[src/rtl/zcap_pkg.sv]
package zcap_pkg;

    // Master period tracker states
    typedef enum logic [1:0] {
        M_WAIT    = 2'd0,
        M_MEASURE = 2'd1,
        M_STALE   = 2'd2
    } mst_state_e;

    // Slave lag tracker states
    typedef enum logic [1:0] {
        S_IDLE   = 2'd0,
        S_ARMED  = 2'd1,
        S_TIMING = 2'd2
    } slv_state_e;

    localparam int unsigned ZCAP_SYNC_STAGES = 2;

endpackage

[src/rtl/zcap_edge.sv]
module zcap_edge #(
    parameter int unsigned SYNC_STAGES = 2
) (
    input  logic clk,
    input  logic rst_n,
    input  logic raw_i,
    output logic fall_o
);
    // Synchroniser stages plus one history stage; idle level is high.
    logic [SYNC_STAGES:0] shift_q;

    always_ff @(posedge clk or negedge rst_n) begin
        if (!rst_n) begin
            shift_q <= '1;
        end else begin
            shift_q <= {shift_q[SYNC_STAGES-1:0], raw_i};
        end
    end

    assign fall_o = shift_q[SYNC_STAGES] & ~shift_q[SYNC_STAGES-1];

    // A falling edge lasts one clock only.
    assert_single_pulse_R1: assert property (@(posedge clk) disable iff (!rst_n)
        fall_o |=> !fall_o);

endmodule

[src/rtl/zcap_master.sv]
module zcap_master
    import zcap_pkg::*;
#(
    parameter int unsigned CNT_W   = 16,
    parameter int unsigned TIMEOUT = 50000
) (
    input  logic             clk,
    input  logic             rst_n,
    input  logic             en_i,
    input  logic             edge_i,
    output logic [CNT_W-1:0] period_o,
    output logic             valid_o,
    output logic             upd_o,
    output logic             stale_o
);
    localparam int unsigned     TO_W    = $clog2(TIMEOUT + 1);
    localparam logic [CNT_W-1:0] CNT_MAX = '1;
    localparam logic [TO_W-1:0]  TO_LAST = TO_W'(TIMEOUT - 1);

    mst_state_e       state_q, state_d;
    logic [CNT_W-1:0] cnt_q;
    logic [TO_W-1:0]  tcnt_q;
    logic [CNT_W-1:0] cnt_inc;
    logic             hit;

    assign hit     = en_i & edge_i;
    assign cnt_inc = (cnt_q == CNT_MAX) ? CNT_MAX : cnt_q + CNT_W'(1);

    // State register
    always_ff @(posedge clk or negedge rst_n) begin
        if (!rst_n) state_q <= M_WAIT;
        else        state_q <= state_d;
    end

    // Next-state logic
    always_comb begin
        state_d = state_q;
        unique case (state_q)
            M_WAIT: begin
                if (hit) state_d = M_MEASURE;
            end
            M_MEASURE: begin
                if (!en_i)                 state_d = M_WAIT;
                else if (edge_i)           state_d = M_MEASURE;
                else if (tcnt_q == TO_LAST) state_d = M_STALE;
            end
            M_STALE: begin
                if (!en_i)       state_d = M_WAIT;
                else if (edge_i) state_d = M_MEASURE;
            end
            default: state_d = M_WAIT;
        endcase
    end

    // Datapath and outputs
    always_ff @(posedge clk or negedge rst_n) begin
        if (!rst_n) begin
            cnt_q    <= '0;
            tcnt_q   <= '0;
            period_o <= '0;
            valid_o  <= 1'b0;
            upd_o    <= 1'b0;
        end else begin
            upd_o <= 1'b0;
            if (!en_i) valid_o <= 1'b0;
            unique case (state_q)
                M_MEASURE: begin
                    if (hit) begin
                        period_o <= cnt_inc;
                        valid_o  <= 1'b1;
                        upd_o    <= 1'b1;
                        cnt_q    <= '0;
                        tcnt_q   <= '0;
                    end else begin
                        cnt_q <= cnt_inc;
                        if (tcnt_q != TO_LAST) tcnt_q <= tcnt_q + TO_W'(1);
                    end
                end
                M_WAIT, M_STALE: begin
                    if (hit) begin
                        cnt_q  <= '0;
                        tcnt_q <= '0;
                    end
                end
                default: begin
                    cnt_q  <= '0;
                    tcnt_q <= '0;
                end
            endcase
        end
    end

    assign stale_o = (state_q == M_STALE);

    assert_upd_valid_R3: assert property (@(posedge clk) disable iff (!rst_n)
        upd_o |-> valid_o);

    assert_period_nonzero_R2: assert property (@(posedge clk) disable iff (!rst_n)
        valid_o |-> (period_o != '0));

    assert_stale_no_upd_R4: assert property (@(posedge clk) disable iff (!rst_n)
        stale_o |-> !upd_o);

    assert_period_hold_R5: assert property (@(posedge clk) disable iff (!rst_n)
        !upd_o |-> $stable(period_o));

    assert_no_overflow_R10: assert property (@(posedge clk) disable iff (!rst_n)
        (cnt_q == CNT_MAX) |=> (cnt_q == CNT_MAX || cnt_q == '0));

endmodule

[src/rtl/zcap_slave.sv]
module zcap_slave
    import zcap_pkg::*;
#(
    parameter int unsigned CNT_W = 16
) (
    input  logic             clk,
    input  logic             rst_n,
    input  logic             en_i,
    input  logic             m_edge_i,
    input  logic             s_edge_i,
    input  logic [CNT_W-1:0] period_i,
    input  logic             period_valid_i,
    output logic [CNT_W-1:0] lag_o,
    output logic             upd_o,
    output logic             err_o
);
    localparam logic [CNT_W-1:0] CNT_MAX = '1;

    slv_state_e       state_q, state_d;
    logic [CNT_W-1:0] cnt_q;
    logic [CNT_W-1:0] lag_now;
    logic             in_range;

    assign lag_now  = (cnt_q == CNT_MAX) ? CNT_MAX : cnt_q + CNT_W'(1);
    assign in_range = period_valid_i && (lag_now != '0) && (lag_now < period_i);

    // State register
    always_ff @(posedge clk or negedge rst_n) begin
        if (!rst_n) state_q <= S_IDLE;
        else        state_q <= state_d;
    end

    // Next-state logic
    always_comb begin
        state_d = state_q;
        unique case (state_q)
            S_IDLE: begin
                if (en_i) state_d = S_ARMED;
            end
            S_ARMED: begin
                if (!en_i)         state_d = S_IDLE;
                else if (m_edge_i) state_d = S_TIMING;
            end
            S_TIMING: begin
                if (!en_i)         state_d = S_IDLE;
                else if (m_edge_i) state_d = S_TIMING;
                else if (s_edge_i) state_d = S_ARMED;
            end
            default: state_d = S_IDLE;
        endcase
    end

    // Datapath and outputs
    always_ff @(posedge clk or negedge rst_n) begin
        if (!rst_n) begin
            cnt_q <= '0;
            lag_o <= '0;
            upd_o <= 1'b0;
            err_o <= 1'b0;
        end else begin
            upd_o <= 1'b0;
            err_o <= 1'b0;
            if (en_i && state_q == S_TIMING && s_edge_i) begin
                if (in_range) begin
                    lag_o <= lag_now;
                    upd_o <= 1'b1;
                end else begin
                    err_o <= 1'b1;
                end
            end
            if (en_i && m_edge_i)         cnt_q <= '0;
            else if (state_q == S_TIMING) cnt_q <= lag_now;
        end
    end

    assert_lag_range_R7: assert property (@(posedge clk) disable iff (!rst_n)
        upd_o |-> (lag_o != '0 && lag_o < $past(period_i)));

    assert_upd_err_excl_R7: assert property (@(posedge clk) disable iff (!rst_n)
        !(upd_o && err_o));

    assert_lag_hold_R5: assert property (@(posedge clk) disable iff (!rst_n)
        !upd_o |-> $stable(lag_o));

    assert_disabled_quiet_R9: assert property (@(posedge clk) disable iff (!rst_n)
        !en_i |=> (!upd_o && !err_o));

    assert_no_overflow_R10: assert property (@(posedge clk) disable iff (!rst_n)
        (cnt_q == CNT_MAX) |=> (cnt_q == CNT_MAX || cnt_q == '0));

endmodule

[src/rtl/zcd_capture.sv]
module zcd_capture
    import zcap_pkg::*;
#(
    parameter int unsigned NCH     = 3,
    parameter int unsigned CNT_W   = 16,
    parameter int unsigned TIMEOUT = 50000
) (
    input  logic                       clk,
    input  logic                       rst_n,
    input  logic [NCH-1:0]             zcd_i,
    input  logic [NCH-1:0]             chan_en_i,
    output logic [CNT_W-1:0]           period_o,
    output logic                       period_valid_o,
    output logic                       period_upd_o,
    output logic                       period_stale_o,
    output logic [(NCH-1)*CNT_W-1:0]   lag_o,
    output logic [NCH-2:0]             lag_upd_o,
    output logic [NCH-2:0]             lag_err_o
);
    localparam int unsigned NSLV = NCH - 1;

    logic [NCH-1:0] fall;
    logic           m_edge;

    for (genvar c = 0; c < NCH; c++) begin : g_edge
        zcap_edge #(.SYNC_STAGES(ZCAP_SYNC_STAGES)) u_edge (
            .clk    (clk),
            .rst_n  (rst_n),
            .raw_i  (zcd_i[c]),
            .fall_o (fall[c])
        );
    end

    zcap_master #(.CNT_W(CNT_W), .TIMEOUT(TIMEOUT)) u_master (
        .clk      (clk),
        .rst_n    (rst_n),
        .en_i     (chan_en_i[0]),
        .edge_i   (fall[0]),
        .period_o (period_o),
        .valid_o  (period_valid_o),
        .upd_o    (period_upd_o),
        .stale_o  (period_stale_o)
    );

    assign m_edge = fall[0] & chan_en_i[0];

    for (genvar s = 0; s < NSLV; s++) begin : g_slv
        zcap_slave #(.CNT_W(CNT_W)) u_slave (
            .clk            (clk),
            .rst_n          (rst_n),
            .en_i           (chan_en_i[s+1]),
            .m_edge_i       (m_edge),
            .s_edge_i       (fall[s+1]),
            .period_i       (period_o),
            .period_valid_i (period_valid_o),
            .lag_o          (lag_o[s*CNT_W +: CNT_W]),
            .upd_o          (lag_upd_o[s]),
            .err_o          (lag_err_o[s])
        );
    end

endmodule

[config.mk]
export PLATFORM = sky130hd
export DESIGN_NAME = zcd_capture
export DESIGN_NICKNAME = d
export VERILOG_FILES = /design/src/rtl/zcap_pkg.sv /design/src/rtl/zcap_edge.sv /design/src/rtl/zcap_master.sv /design/src/rtl/zcap_slave.sv /design/src/rtl/zcd_capture.sv
export SDC_FILE = /design/constraint.sdc
export NUM_CORES = 1
export LEC_CHECK = 0
export BUFFER_PORTS_ARGS = -buffer_cell sky130_fd_sc_hd__buf_2
export CAP_MARGIN = 20
export CORE_ASPECT_RATIO = 1.2
export CORE_MARGIN = 2
export CORE_UTILIZATION = 28
export DETAILED_ROUTE_END_ITERATION = 12
export PLACE_DENSITY_LB_ADDON = 0.12
export SLEW_MARGIN = 10
export SYNTH_ARGS = -nofsm -noshare
export SYNTH_HDL_FRONTEND = slang
export SYNTH_HIERARCHICAL = 1
export SYNTH_SLANG_ARGS = --single-unit
[constraint.sdc]
create_clock -name clk -period 4.3 [get_ports clk]
set_input_delay 0.215 -clock clk [delete_from_list [all_inputs] [get_ports clk]]
set_output_delay 0.215 -clock clk [all_outputs]
set_load 0.005 [all_outputs]
==> parameters.txt, run 1 <==
Parameter                              Value

Clocking
  H-Tree Level Count    4
  Clock tree from TritonCTS    yes
  CTS sink cnt    about 130
  Clock Path Buffers    2
  Reg clk slew, reported paths    about 0.060 ns
  Post-CTS setup buffer count    0
  Insertion delay to the later sink of the worst-skew pair    around 0.44 ns
  Total clock buffers created by CTS    17
  CTS Root Buffer Type    sky130_fd_sc_hd__clkbuf_16

Global routing
  Met3 track demand over resource in global routing    0.0306
  Pin count of the biggest net entering global routing    between 50 and 60
  Wire length of the first global-routing pass    ~37000 um
  Total routing resource utilization after global routing    0.160
  Number of antenna violations at the first check in global routing    0
  M1 GR Usage    0.199
  Number of global-route vias before repair    between 6000 and 7000
  Met2 demand-to-capacity share in global routing    0.281
  Routing layer with the top usage in global route    met2
  Total congestion overflow    0

STA
  Number of setup violations in the final report    0
  Fin crit period    ~4.0 ns
  Slew Limit Fails    0
  Relative slew slack    0.304
  Tightest Pin Transition    approximately 1.0 ns
  Setup Skew    about 0.014 ns
  Fin crit share    0.923
  Final worst setup slack    0.331 ns
  Maximum operating frequency    about 0.25 GHz
  Final Hold Fails    0
  Final setup TNS    0 ns
  Unrepaired setup endpoints after global routing    no

Floorplanning
  Number of placement rows    67
  Die height    187 um
  Starting density of the core    0.282
  Full die area    ~29000 sq um
  Die Wd    roughly 160 um
  Boundary pin count    63
  Floorplan core area    about 28000 sq um

Power and ir drop
  Leakage dissipation    between 4 and 5 nW
  Total power    around 3.3 mW
  Max rail drop VDD    approximately 0.17 mV
  P per Cell Area    approximately 360 nW/um^2

Worst setup path
  Worst setup EP type    flop
  Reg-to-Reg Start    g_slv[1].u_slave/cnt_q[0]
  Destination of the worst register-to-register timing path    g_slv[1].u_slave/lag_o[6]
  Largest driver fanout on the critical path    17
  R2r worst-path depth    13
  Critical path data required time    between 4 and 5 ns
  Classification of the worst setup path    flop to flop
  Startpoint Class    flop
  Worst endpoint data arrival time    between 4 and 5 ns
  R2R setup slack    0.33 ns

Layout
  Area grow syn2layout    16.9%
  Antenna diode instance count    0
  Final net count    approximately 920
  Final cell utilization of the core    0.330
  Share of final-layout standard cells stronger than drive strength 1    0.199
  Fill count    2873
  Most common cell after layout, fill and taps aside    sky130_fd_sc_hd__dfrtp_1
  Footprint of the multi-input gates    4010 sq um
  Total area of sequential cells    3340 sq um
  Commonest cells after routing, fill and taps aside    sky130_fd_sc_hd__dfrtp_1, sky130_fd_sc_hd__inv_1, sky130_fd_sc_hd__nand2_1

Synth
  Number of flip-flops and latches in the synthesized netlist    133
  Synthesized area divided by synthesized cell count    9.59 sq um
  Post-Syn Nets    ~860
  Count of cell types in the netlist    90
  Sequential-to-total area share from yosys stat    0.427
  Post-Syn Instances    around 820
  Fraction of synthesis flops using an asynchronous set or reset pin    1.00
  Number of enable flip-flop cells after synthesis    0
  Synth warn    6
  Most instantiated flip-flop cell in the synthesis netlist    sky130_fd_sc_hd__dfrtp_1
  Post-synthesis cell area    ~8000 sq um

Place
  Final GP Congestion    just under 0.8
  Worst setup slack before clock tree synthesis    ~0.18 ns
  Count of input and output buffers    62
  Dpl hpwl    around 16000 um

Run status
  Status    finished clean

Min path
  Hold-critical path depth    3
  Endpoint of the worst hold path    u_master/valid_o
  Worst hold path startpoint    chan_en_i[0]
  Type of the worst min-delay path    input port to flop

Route
  Total via count in the routed design    6316
  Routed WL per cell    ~18 um
  Post-Route WL    between 20000 and 25000 um
  First-pass iteration count of the detailed router    5
  Drt initial violations    ~310
  Total DRC errors in the routed layout    0
  ANT nets after route    0
  Number of vias per cell after detailed routing    ~5

Flow run
  Number of violations of the max-capacitance limit    0
-- report_power, final --
part | switching [mW] | internal (mW)
clock network | 0.611 | 0.876
logic | 0.238 | 0.166
registers | 0.123 | 1.32
total | 0.972 | 2.37
-- flip-flops by register name (all words and copies together) (netlist names) --
register               flops
g_slv.u_slave/lag_o       32
g_slv.u_slave/upd_o        2
g_slv.u_slave/state_q      4
u_master/valid_o           1
u_master/period_o         16
g_slv.u_slave/cnt_q       32
u_master/state_q           2
g_slv.u_slave/err_o        2
u_master/upd_o             1
u_master/cnt_q            16
u_master/tcnt_q           16
g_edge.u_edge/shift_q      9
-- area by class of cell --
type,instances,share of cell area
clock buffer,19,0.0484
timing repair buffer,80,0.0505
tap,379,0.0518
sequential,133,0.365
inverter,73,0.0300
multi-input combinational,572,0.438
clock inverter,13,0.0163
-- routing by layer --
metal  part of all wire  wire length [um]  vias up
li1                   -                 -     3088
met1               0.44              9840     3115
met2               0.52             11700       98
met3              0.031               705       15
met4              0.011               238        0
met5                  0                 0        -
-- repair_timing --
| item | 4_1_cts | 5_1_grt |
|---|---|---|
| gates resized for setup | 0 | 2 |
| hold buffers | 4 | 0 |
| hold endpoints to repair | 58 | 0 |
| setup endpoints to repair | 0 | 16 |
-- metrics by stage --
step	hold WS, ns	area [sq um]	std cells
4_1_cts	0.0349	9130	1269
2_1_floorplan	-0.0806	7830	816
3_3_place_gp	0.239	8500	1233
5_1_grt	0.0594	9150	1269
6_report	0.0522	9150	1269
3_5_place_dp	0.245	8500	1233
-- cell usage after synthesis, drive strengths merged (3+ instances only) --
cell type  instances  area, sq um
and4               5         43.8
nor3              18         90.1
o211ai             6         50.1
dfrtp            124         3100
xor2               4         35.0
nor2b              9         78.8
nor4              19          168
mux2              25          293
a22o              30          265
nand2             63          239
nand4             29          233
mux2i              5         50.1
inv               73          274
nand3             35          188
o21bai             3         45.1
a31oi             23          144
o31ai              5         37.5
nand2b            12         75.1
ha                34          425
or4                4         35.0
a22oi              3         22.5
o2bb2ai           10         87.6
a21oi             37          185
o21a               3         22.5
and2               4         25.0
and3              11         72.6
dfstp              9          236
o22ai              7         43.8
xnor2             21          184
clkbuf            18         88.8
buf               20          134
nor2              48          183
o21ai             53          265
or2                4         25.0
a21o               7         53.8
-- worst max path at each step --
stage / from / to / slack [ns] / depth (start not counted)
CTS: g_slv[1].u_slave/cnt_q[0] / g_slv[1].u_slave/lag_o[6] / 0.14 / 14
global placement: g_slv[1].u_slave/cnt_q[0] / g_slv[1].u_slave/lag_o[5] / 0.29 / 14
detailed placement: g_slv[1].u_slave/cnt_q[0] / g_slv[1].u_slave/lag_o[5] / 0.18 / 14
finish: g_slv[1].u_slave/cnt_q[0] / g_slv[1].u_slave/lag_o[6] / 0.33 / 13
global route: g_slv[0].u_slave/cnt_q[0] / g_slv[0].u_slave/lag_o[1] / 0.05 / 12
floorplan: g_slv[1].u_slave/cnt_q[0] / g_slv[1].u_slave/lag_o[5] / 0.66 / 16
-- critical path, stage by stage, from the launching register on --
cell,delay (ns)
sky130_fd_sc_hd__dfrtp_1,0.47
sky130_fd_sc_hd__ha_1,0.27
sky130_fd_sc_hd__nand3_1,0.11
sky130_fd_sc_hd__or3_2,0.45
sky130_fd_sc_hd__or2_2,0.34
sky130_fd_sc_hd__o21ai_0,0.24
sky130_fd_sc_hd__ha_1,0.35
sky130_fd_sc_hd__a21oi_1,0.16
sky130_fd_sc_hd__nor2_1,0.06
sky130_fd_sc_hd__o31a_1,0.25
sky130_fd_sc_hd__nor4_2,0.23
sky130_fd_sc_hd__nand4_1,0.20
sky130_fd_sc_hd__o21bai_4,0.35
sky130_fd_sc_hd__mux2_4,0.35
-- logic make-up (layout without fill, tap and decap cells) --
| kind of cell | after synthesis | in the layout | share of synthesized area |
|---|---|---|---|
| buffers and inverters | 111 | 185 | 0.0634 |
| AOI/OAI and AO/OA | 208 | 208 | 0.181 |
| adders and majority gates | 34 | 34 | 0.0543 |
| xor gates and xnor gates | 25 | 25 | 0.0280 |
| and+or+nand+nor | 275 | 275 | 0.203 |
| DFF | 133 | 133 | 0.427 |
| muxes | 30 | 30 | 0.0438 |
(Power assumes the default switching activity.)
==> inputs of run 2 (changes only) <==
--- a/config.mk
+++ b/config.mk
@@ -5,7 +5,7 @@
 export SDC_FILE = /design/constraint.sdc
 export NUM_CORES = 1
 export LEC_CHECK = 0
-export BUFFER_PORTS_ARGS = -buffer_cell sky130_fd_sc_hd__buf_2
+export BUFFER_PORTS_ARGS = -buffer_cell sky130_fd_sc_hd__buf_4
 export CAP_MARGIN = 20
 export CORE_ASPECT_RATIO = 1.2
 export CORE_MARGIN = 2
==> run 2 against run 1 <==
  * Utilization up 0.55 points
  * Clock skew increased by 0.0025 ns
  * Die area is the same
  * Critical endpoint is now g_slv[1].u_slave/lag_o[5]
  * Largest power group unchanged
==> parameters.txt, run 2 (synthesis results as in run 1) <==
Parameter                              Value

Worst setup path
  Most common cell on crit path    sky130_fd_sc_hd__ha_1
  Critical Path Max Stage Delay    0.47 ns (about the same)
  R2R setup slack    0.31 ns (-0.02 ns)
  Worst setup EP type    flop
  Critical path data required time    4.61 ns (about the same)
  Destination of the worst register-to-register timing path    g_slv[1].u_slave/lag_o[5]
  Critical path cell sequence    ha_1 -> nand3_1 -> or3_2 -> or2_2 -> o21ai_0 -> ha_1 -> a21oi_1 -> nor2_1 -> o31a_1 -> nor4_2 -> nand4_1 -> o21bai_4 -> mux2_4
  Classification of the worst setup path    flop to flop
  Largest driver fanout on the critical path    17 (unchanged)
  Worst endpoint data arrival time    4.29 ns (about the same)
  Critical-path cell with the highest stage delay    sky130_fd_sc_hd__dfrtp_1
  R2r worst-path depth    13 (unchanged)
  Startpoint Class    flop
  Reg-to-Reg Start    g_slv[1].u_slave/cnt_q[0]

Power and ir drop
  P per Cell Area    358 nW/um^2 (-1.9%)
  Sw power    0.990 mW (+1.8%)
  Sequential power share    0.434 (about the same)
  Part of the power in the clock network    0.437 (-0.009)
  Internal power of the cells    2.34 mW (-1.2%)
  Max rail drop VDD    0.156 mV (-7.6%)
  Leakage dissipation    4.27 nW (+0.10%)
  Share of total power in combinational logic    0.128 (+0.007)
  Sw frac    0.297 (+0.00620)
  Total power    3.33 mW (-0.29%)

Clocking
  Insertion delay to the later sink of the worst-skew pair    0.43 ns (about the same)
  Clock Path Buffers    2 (unchanged)
  Post-CTS setup buffer count    0 (unchanged)
  Total clock buffers created by CTS    17 (unchanged)
  Reg clk slew, reported paths    0.07 ns (about the same)
  CTS Root Buffer Type    sky130_fd_sc_hd__clkbuf_16
  Clock tree from TritonCTS    yes
  CTS sink cnt    133 (unchanged)
  H-Tree Level Count    4 (unchanged)

Global routing
  Number of antenna violations at the first check in global routing    0 (unchanged)
  Wire length of the first global-routing pass    36200 um (-0.94%)
  Total congestion overflow    0 (unchanged)
  Total routing resource utilization after global routing    0.159 (-0.000951)
  Number of global-route vias before repair    6288 (-2.5%)
  Pin count of the biggest net entering global routing    55 (-5.2%)

Route
  Drt initial violations    332 (+7.8%)
  ANT nets after route    0 (unchanged)
  Number of vias per cell after detailed routing    4.96 (-0.44%)
  Routed WL per cell    17.5 um (-1.0%)
  Total DRC errors in the routed layout    0 (unchanged)
  Total via count in the routed design    6303 (-0.21%)
  First-pass iteration count of the detailed router    4 (-1)
  Post-Route WL    22300 um (-0.79%)

Place
  Dpl hpwl    16400 um (-0.28%)
  Final GP Congestion    0.818 (+4.7%)
  Count of input and output buffers    62 (unchanged)

Layout
  Area grow syn2layout    18.8%
  Most common cell after layout, fill and taps aside    sky130_fd_sc_hd__dfrtp_1
  Share of final-layout standard cells stronger than drive strength 1    0.203 (+0.00381)
  Largest regs    g_slv.u_slave/cnt_q x32, g_slv.u_slave/lag_o x32
  Antenna diode instance count    0 (unchanged)
  Fill count    2907 (+1.2%)
  Footprint of the multi-input gates    4000 sq um (-0.22%)
  Commonest cells after routing, fill and taps aside    sky130_fd_sc_hd__dfrtp_1, sky130_fd_sc_hd__buf_4, sky130_fd_sc_hd__inv_1
  Total area of sequential cells    3340 sq um (unchanged)
  Final net count    922 (+0.33%)

Floorplanning
  Number of placement rows    67 (unchanged)
  Boundary pin count    63 (unchanged)
  Die height    187 um (unchanged)
  Floorplan core area    27700 sq um (unchanged)
  Full die area    29300 sq um (unchanged)
  Starting density of the core    0.282 (unchanged)
  Die Wd    157 um (unchanged)

STA
  Fin crit share    0.927 (+0.00378)
  Tightest Pin Transition    1.05 ns (+0.00394 ns)
  Maximum operating frequency    0.251 GHz (-0.41%)
  Final setup TNS    0 ns (unchanged)
  Unrepaired setup endpoints after global routing    no
  Relative slew slack    0.301 (-0.00263)
  Setup Skew    0.0166 ns (+0.00251 ns)
  Number of setup violations in the final report    0 (unchanged)
  Hold_ws    0.0349 ns (-0.0174 ns)
  Slew Limit Fails    0 (unchanged)
  Final Hold Fails    0 (unchanged)
  Fin crit period    3.99 ns (+0.0163 ns)

Min path
  Hold-critical path depth    3 (unchanged)
  Worst hold path startpoint    chan_en_i[0]
  Type of the worst min-delay path    input port to flop
  Endpoint of the worst hold path    u_master/valid_o

Run status
  Status    finished clean

Flow run
  Number of violations of the max-capacitance limit    0 (unchanged)
-- run 2: cell types whose count changed in the layout (fill, tap and decap cells not counted), sizes merged --
cell,previous run,this run
buf,76,79
bufinv,2,1
clkbuf,19,18
clkinv,5,2
inv,76,81
-- run 2: area by class of cell --
cell class | count | area share
Clock buffer | 18 | 0.0472
Clock inverter | 14 | 0.0149
Inverter | 73 | 0.0295
Multi-Input combinational cell | 572 | 0.430
Sequential cell | 133 | 0.359
Tap cell | 379 | 0.0510
Timing Repair Buffer | 83 | 0.0685
-- run 2: what timing repair did --
item,4_1_cts,5_1_grt
endpoints found under the hold margin,55,0
resized for setup,0,1
hold buffers,4,0
endpoints found under the setup margin,0,10
-- run 2: worst max path at each step --
stage	cells after the start	end	startpoint
3_3_place_gp	13	g_slv[1].u_slave/lag_o[5]	g_slv[1].u_slave/cnt_q[0]
5_1_grt	12	g_slv[0].u_slave/lag_o[2]	g_slv[0].u_slave/cnt_q[0]
4_1_cts	13	g_slv[1].u_slave/lag_o[5]	g_slv[1].u_slave/cnt_q[0]
3_5_place_dp	13	g_slv[1].u_slave/lag_o[6]	g_slv[1].u_slave/cnt_q[0]
2_1_floorplan	16	g_slv[1].u_slave/lag_o[5]	g_slv[1].u_slave/cnt_q[0]
6_report	13	g_slv[1].u_slave/lag_o[5]	g_slv[1].u_slave/cnt_q[0]
-- run 2: worst max-delay path: cells and delay by family (launching register included) --
kind / cells / cell delay, ns
AOI/OAI and AO/OA: 4 / 1.01
adders and majority gates: 2 / 0.63
DFF: 1 / 0.47
muxes: 1 / 0.35
and+or+nand+nor: 6 / 1.39
-- run 2: power groups by stage --
stage	combinational, mW	clock, mW	sequential [mW]
6_report	0.428	1.46	1.45
5_1_grt	0.493	1.56	1.46
4_1_cts	0.437	1.51	1.45
3_5_place_dp	0.433	0	1.47
3_3_place_gp	0.432	0	1.47
2_1_floorplan	0.262	0	1.42
-- run 2: metal layers --
| metal | vias to the layer above | global-route usage | wire length, um |
|---|---|---|---|
| met5 | - | 0 | 0 |
| met4 | 0 | 0.0420 | 241 |
| met3 | 14 | 0.0313 | 715 |
| met2 | 95 | 0.276 | 11500 |
| met1 | 3090 | 0.202 | 9810 |
| li1 | 3104 | - | - |
-- run 2: metrics by stage --
step / worst slack, ns / utilization / cell area [sq um] / std cells
after floorplan: 0.664 / - / 7830 / 816
after global placement: 0.383 / 0.313 / 8680 / 1236
after detailed placement: 0.174 / 0.313 / 8680 / 1236
after CTS: 0.149 / 0.335 / 9300 / 1272
after global routing: 0.0841 / 0.335 / 9300 / 1272
final: 0.314 / 0.335 / 9300 / 1272
==> inputs of run 3 (changes only) <==
--- a/config.mk
+++ b/config.mk
@@ -9,7 +9,7 @@
 export CAP_MARGIN = 20
 export CORE_ASPECT_RATIO = 1.2
 export CORE_MARGIN = 2
-export CORE_UTILIZATION = 28
+export CORE_UTILIZATION = 61
 export DETAILED_ROUTE_END_ITERATION = 12
 export PLACE_DENSITY_LB_ADDON = 0.12
 export SLEW_MARGIN = 10
==> run 3 against run 2 <==
  * Register-to-register slack got worse by 0.06 ns
  * Via count increased by 5.6%
  * Wire length decreased by 10%
  * Clock power about the same
  * Sequential cell count unchanged
  * Cell area decreased by 2.9%
  * Clock skew decreased by 0.0038 ns
  * Combinational power about the same
==> parameters.txt, run 3 (synthesis results as in run 1) <==
Parameter                              Value

Global routing
  Total routing resource utilization after global routing    0.304 (+0.145)
  Routing layer with the top usage in global route    met2
  Number of global-route vias before repair    6429 (+2.2%)
  Number of antenna violations at the first check in global routing    0 (unchanged)
  Wire length of the first global-routing pass    32600 um (-9.9%)
  Met2 demand-to-capacity share in global routing    0.508 (+0.232)
  Total congestion overflow    0 (unchanged)
  Met3 track demand over resource in global routing    0.0605 (+0.0292)
  M1 GR Usage    0.388 (+0.186)
  Pin count of the biggest net entering global routing    52 (-5.5%)

Layout
  Antenna diode instance count    0 (unchanged)
  Most common cell after layout, fill and taps aside    sky130_fd_sc_hd__dfrtp_1
  Final net count    917 (-0.54%)
  Share of final-layout standard cells stronger than drive strength 1    0.197 (-0.00562)
  Largest regs    g_slv.u_slave/cnt_q x32, g_slv.u_slave/lag_o x32
  Total non-filler cell area in the finished layout    9030 sq um (-2.9%)
  Area grow syn2layout    15.4%
  Commonest cells after routing, fill and taps aside    sky130_fd_sc_hd__dfrtp_1, sky130_fd_sc_hd__buf_4, sky130_fd_sc_hd__inv_1
  Finished Layout Cells    1052 (-17%)

Min path
  Worst hold path startpoint    chan_en_i[1]
  Type of the worst min-delay path    input port to flop
  Endpoint of the worst hold path    g_slv[0].u_slave/state_q[0]
  Hold-critical path depth    2 (-1)

Power and ir drop
  P per Cell Area    372 nW/um^2 (+3.9%)
  Leakage dissipation    4.27 nW (-0.13%)
  Max rail drop VDD    0.294 mV (+89%)

Place
  Count of input and output buffers    62 (unchanged)
  Area of placed instances    8340 sq um (-3.8%)
  Dpl hpwl    14400 um (-12%)
  Worst setup slack before clock tree synthesis    0.187 ns (+0.0126 ns)
  Placed Cells    1013 (-18%)
  Final GP Congestion    0.907 (+11%)

Floorplanning
  Die Wd    107 um (-31%)
  Full die area    13800 sq um (-53%)
  Floorplan core area    12600 sq um (-55%)
  Starting density of the core    0.621 (+0.339)
  Number of placement rows    45 (-33%)
  Boundary pin count    63 (unchanged)
  Die height    128 um (-32%)

Worst setup path
  Worst endpoint data arrival time    4.35 ns (+0.06 ns)
  R2R setup slack    0.26 ns (-0.06 ns)
  Critical path cell sequence    ha_1 -> nand3_2 -> or3_2 -> nor2_1 -> nand3_1 -> o21ai_0 -> inv_1 -> ha_1 -> a21oi_1 -> nand2_1 -> a211o_1 -> nor4_2 -> nand4_1 -> o21bai_4 -> mux2_4
  Critical-path cell with the highest stage delay    sky130_fd_sc_hd__or3_2
  R2r worst-path depth    15 (+2)
  Most common cell on crit path    sky130_fd_sc_hd__ha_1
  Startpoint Class    flop
  Reg-to-Reg Start    g_slv[1].u_slave/cnt_q[0]
  Classification of the worst setup path    flop to flop
  Destination of the worst register-to-register timing path    g_slv[1].u_slave/lag_o[5]
  Cell family with most CP delay    simple AND/OR/NAND/NOR gates
  Critical Path Max Stage Delay    0.47 ns (about the same)
  Worst setup EP type    flop
  Largest driver fanout on the critical path    17 (unchanged)
  Critical path data required time    4.61 ns (about the same)
  Buf/Inv on CP    1 (+1)

STA
  Number of setup violations in the final report    0 (unchanged)
  Slew Limit Fails    0 (unchanged)
  Maximum operating frequency    0.247 GHz (-1.5%)
  Fin crit period    4.04 ns (+0.0592 ns)
  Final setup TNS    0 ns (unchanged)
  Hold_ws    0.0466 ns (+0.0117 ns)
  Fin crit share    0.941 (+0.0138)
  Final Hold Fails    0 (unchanged)
  Setup Skew    0.0128 ns (-0.00381 ns)
  Final worst setup slack    0.255 ns (-0.0592 ns)
  Tightest Pin Transition    0.927 ns (-0.121 ns)
  Relative slew slack    0.382 (+0.0805)

Route
  Total via count in the routed design    6655 (+5.6%)
  Drt initial violations    453 (+36%)
  Routed WL per cell    19.0 um (+8.7%)
  First-pass iteration count of the detailed router    5 (+1)
  ANT nets after route    0 (unchanged)
  Total DRC errors in the routed layout    0 (unchanged)
  Post-Route WL    20000 um (-10%)
  Number of vias per cell after detailed routing    6.33 (+28%)

Clocking
  CTS Root Buffer Type    sky130_fd_sc_hd__clkbuf_16
  Clock tree from TritonCTS    yes
  Post-CTS setup buffer count    0 (unchanged)
  Total clock buffers created by CTS    17 (unchanged)
  Reg clk slew, reported paths    0.05 ns (-0.02 ns)
  H-Tree Level Count    4 (unchanged)
  Insertion delay to the later sink of the worst-skew pair    0.43 ns (about the same)
  Clock Path Buffers    2 (unchanged)
  CTS sink cnt    133 (unchanged)

Flow run
  Number of violations of the max-capacitance limit    0 (unchanged)

Run status
  Status    finished clean
[run 3: worst max path at each step]
stage / startpoint / to / cells after the start
floorplan: g_slv[1].u_slave/cnt_q[0] / g_slv[1].u_slave/lag_o[5] / 16
global placement: g_slv[0].u_slave/cnt_q[0] / g_slv[0].u_slave/lag_o[3] / 12
detailed placement: g_slv[1].u_slave/cnt_q[0] / g_slv[1].u_slave/lag_o[5] / 15
CTS: g_slv[0].u_slave/cnt_q[1] / g_slv[0].u_slave/lag_o[6] / 12
global route: g_slv[1].u_slave/cnt_q[0] / g_slv[1].u_slave/lag_o[5] / 15
finish: g_slv[1].u_slave/cnt_q[0] / g_slv[1].u_slave/lag_o[5] / 15
[run 3: through the flow]
step	total power, mW	util
2_1_floorplan	1.68	-
3_3_place_gp	1.85	0.661
3_5_place_dp	1.88	0.662
4_1_cts	3.37	0.713
5_1_grt	3.49	0.716
6_report	3.36	0.716
[run 3: cell type report]
cell class              instances  area [sq um]
well taps                     164           205
multi-input cells             572          4010
repair buffers                 78           603
fillers                       939          3580
inverters                      73           274
clock inverters                 9           125
clock buffers                  23           478
flip-flops and latches        133          3340
[run 3: power breakdown]
group | total [mW] | internal, mW | switching [mW] | leakage, nW
Clock | 1.49 | 0.953 | 0.535 | 0.293
Sequential | 1.44 | 1.33 | 0.115 | 1.79
Combinational | 0.431 | 0.190 | 0.241 | 2.19
Total | 3.36 | 2.47 | 0.891 | 4.27
[run 3: worst register-to-register path, cell delays in order, from the launching register on]
cell and delay (ns):
sky130_fd_sc_hd__dfrtp_1 0.46, sky130_fd_sc_hd__ha_1 0.30, sky130_fd_sc_hd__nand3_2 0.17, sky130_fd_sc_hd__or3_2 0.47, sky130_fd_sc_hd__nor2_1 0.13, sky130_fd_sc_hd__nand3_1 0.08
sky130_fd_sc_hd__o21ai_0 0.17, sky130_fd_sc_hd__inv_1 0.11, sky130_fd_sc_hd__ha_1 0.32, sky130_fd_sc_hd__a21oi_1 0.15, sky130_fd_sc_hd__nand2_1 0.07, sky130_fd_sc_hd__a211o_1 0.29
sky130_fd_sc_hd__nor4_2 0.29, sky130_fd_sc_hd__nand4_1 0.22, sky130_fd_sc_hd__o21bai_4 0.34, sky130_fd_sc_hd__mux2_4 0.35
[run 3: repair_timing]
action | CTS | global route
endpoints found under the hold margin | 43 | 0
resized for setup | 0 | 3
setup endpoints to repair | 0 | 29
hold buffers | 4 | 0
[run 3: layer usage]
metal	routed length [um]	vias to the layer above	part of all wire
li1	-	3089	-
met1	8420	3288	0.42
met2	10100	235	0.50
met3	1060	43	0.053
met4	493	0	0.025
met5	0	-	0
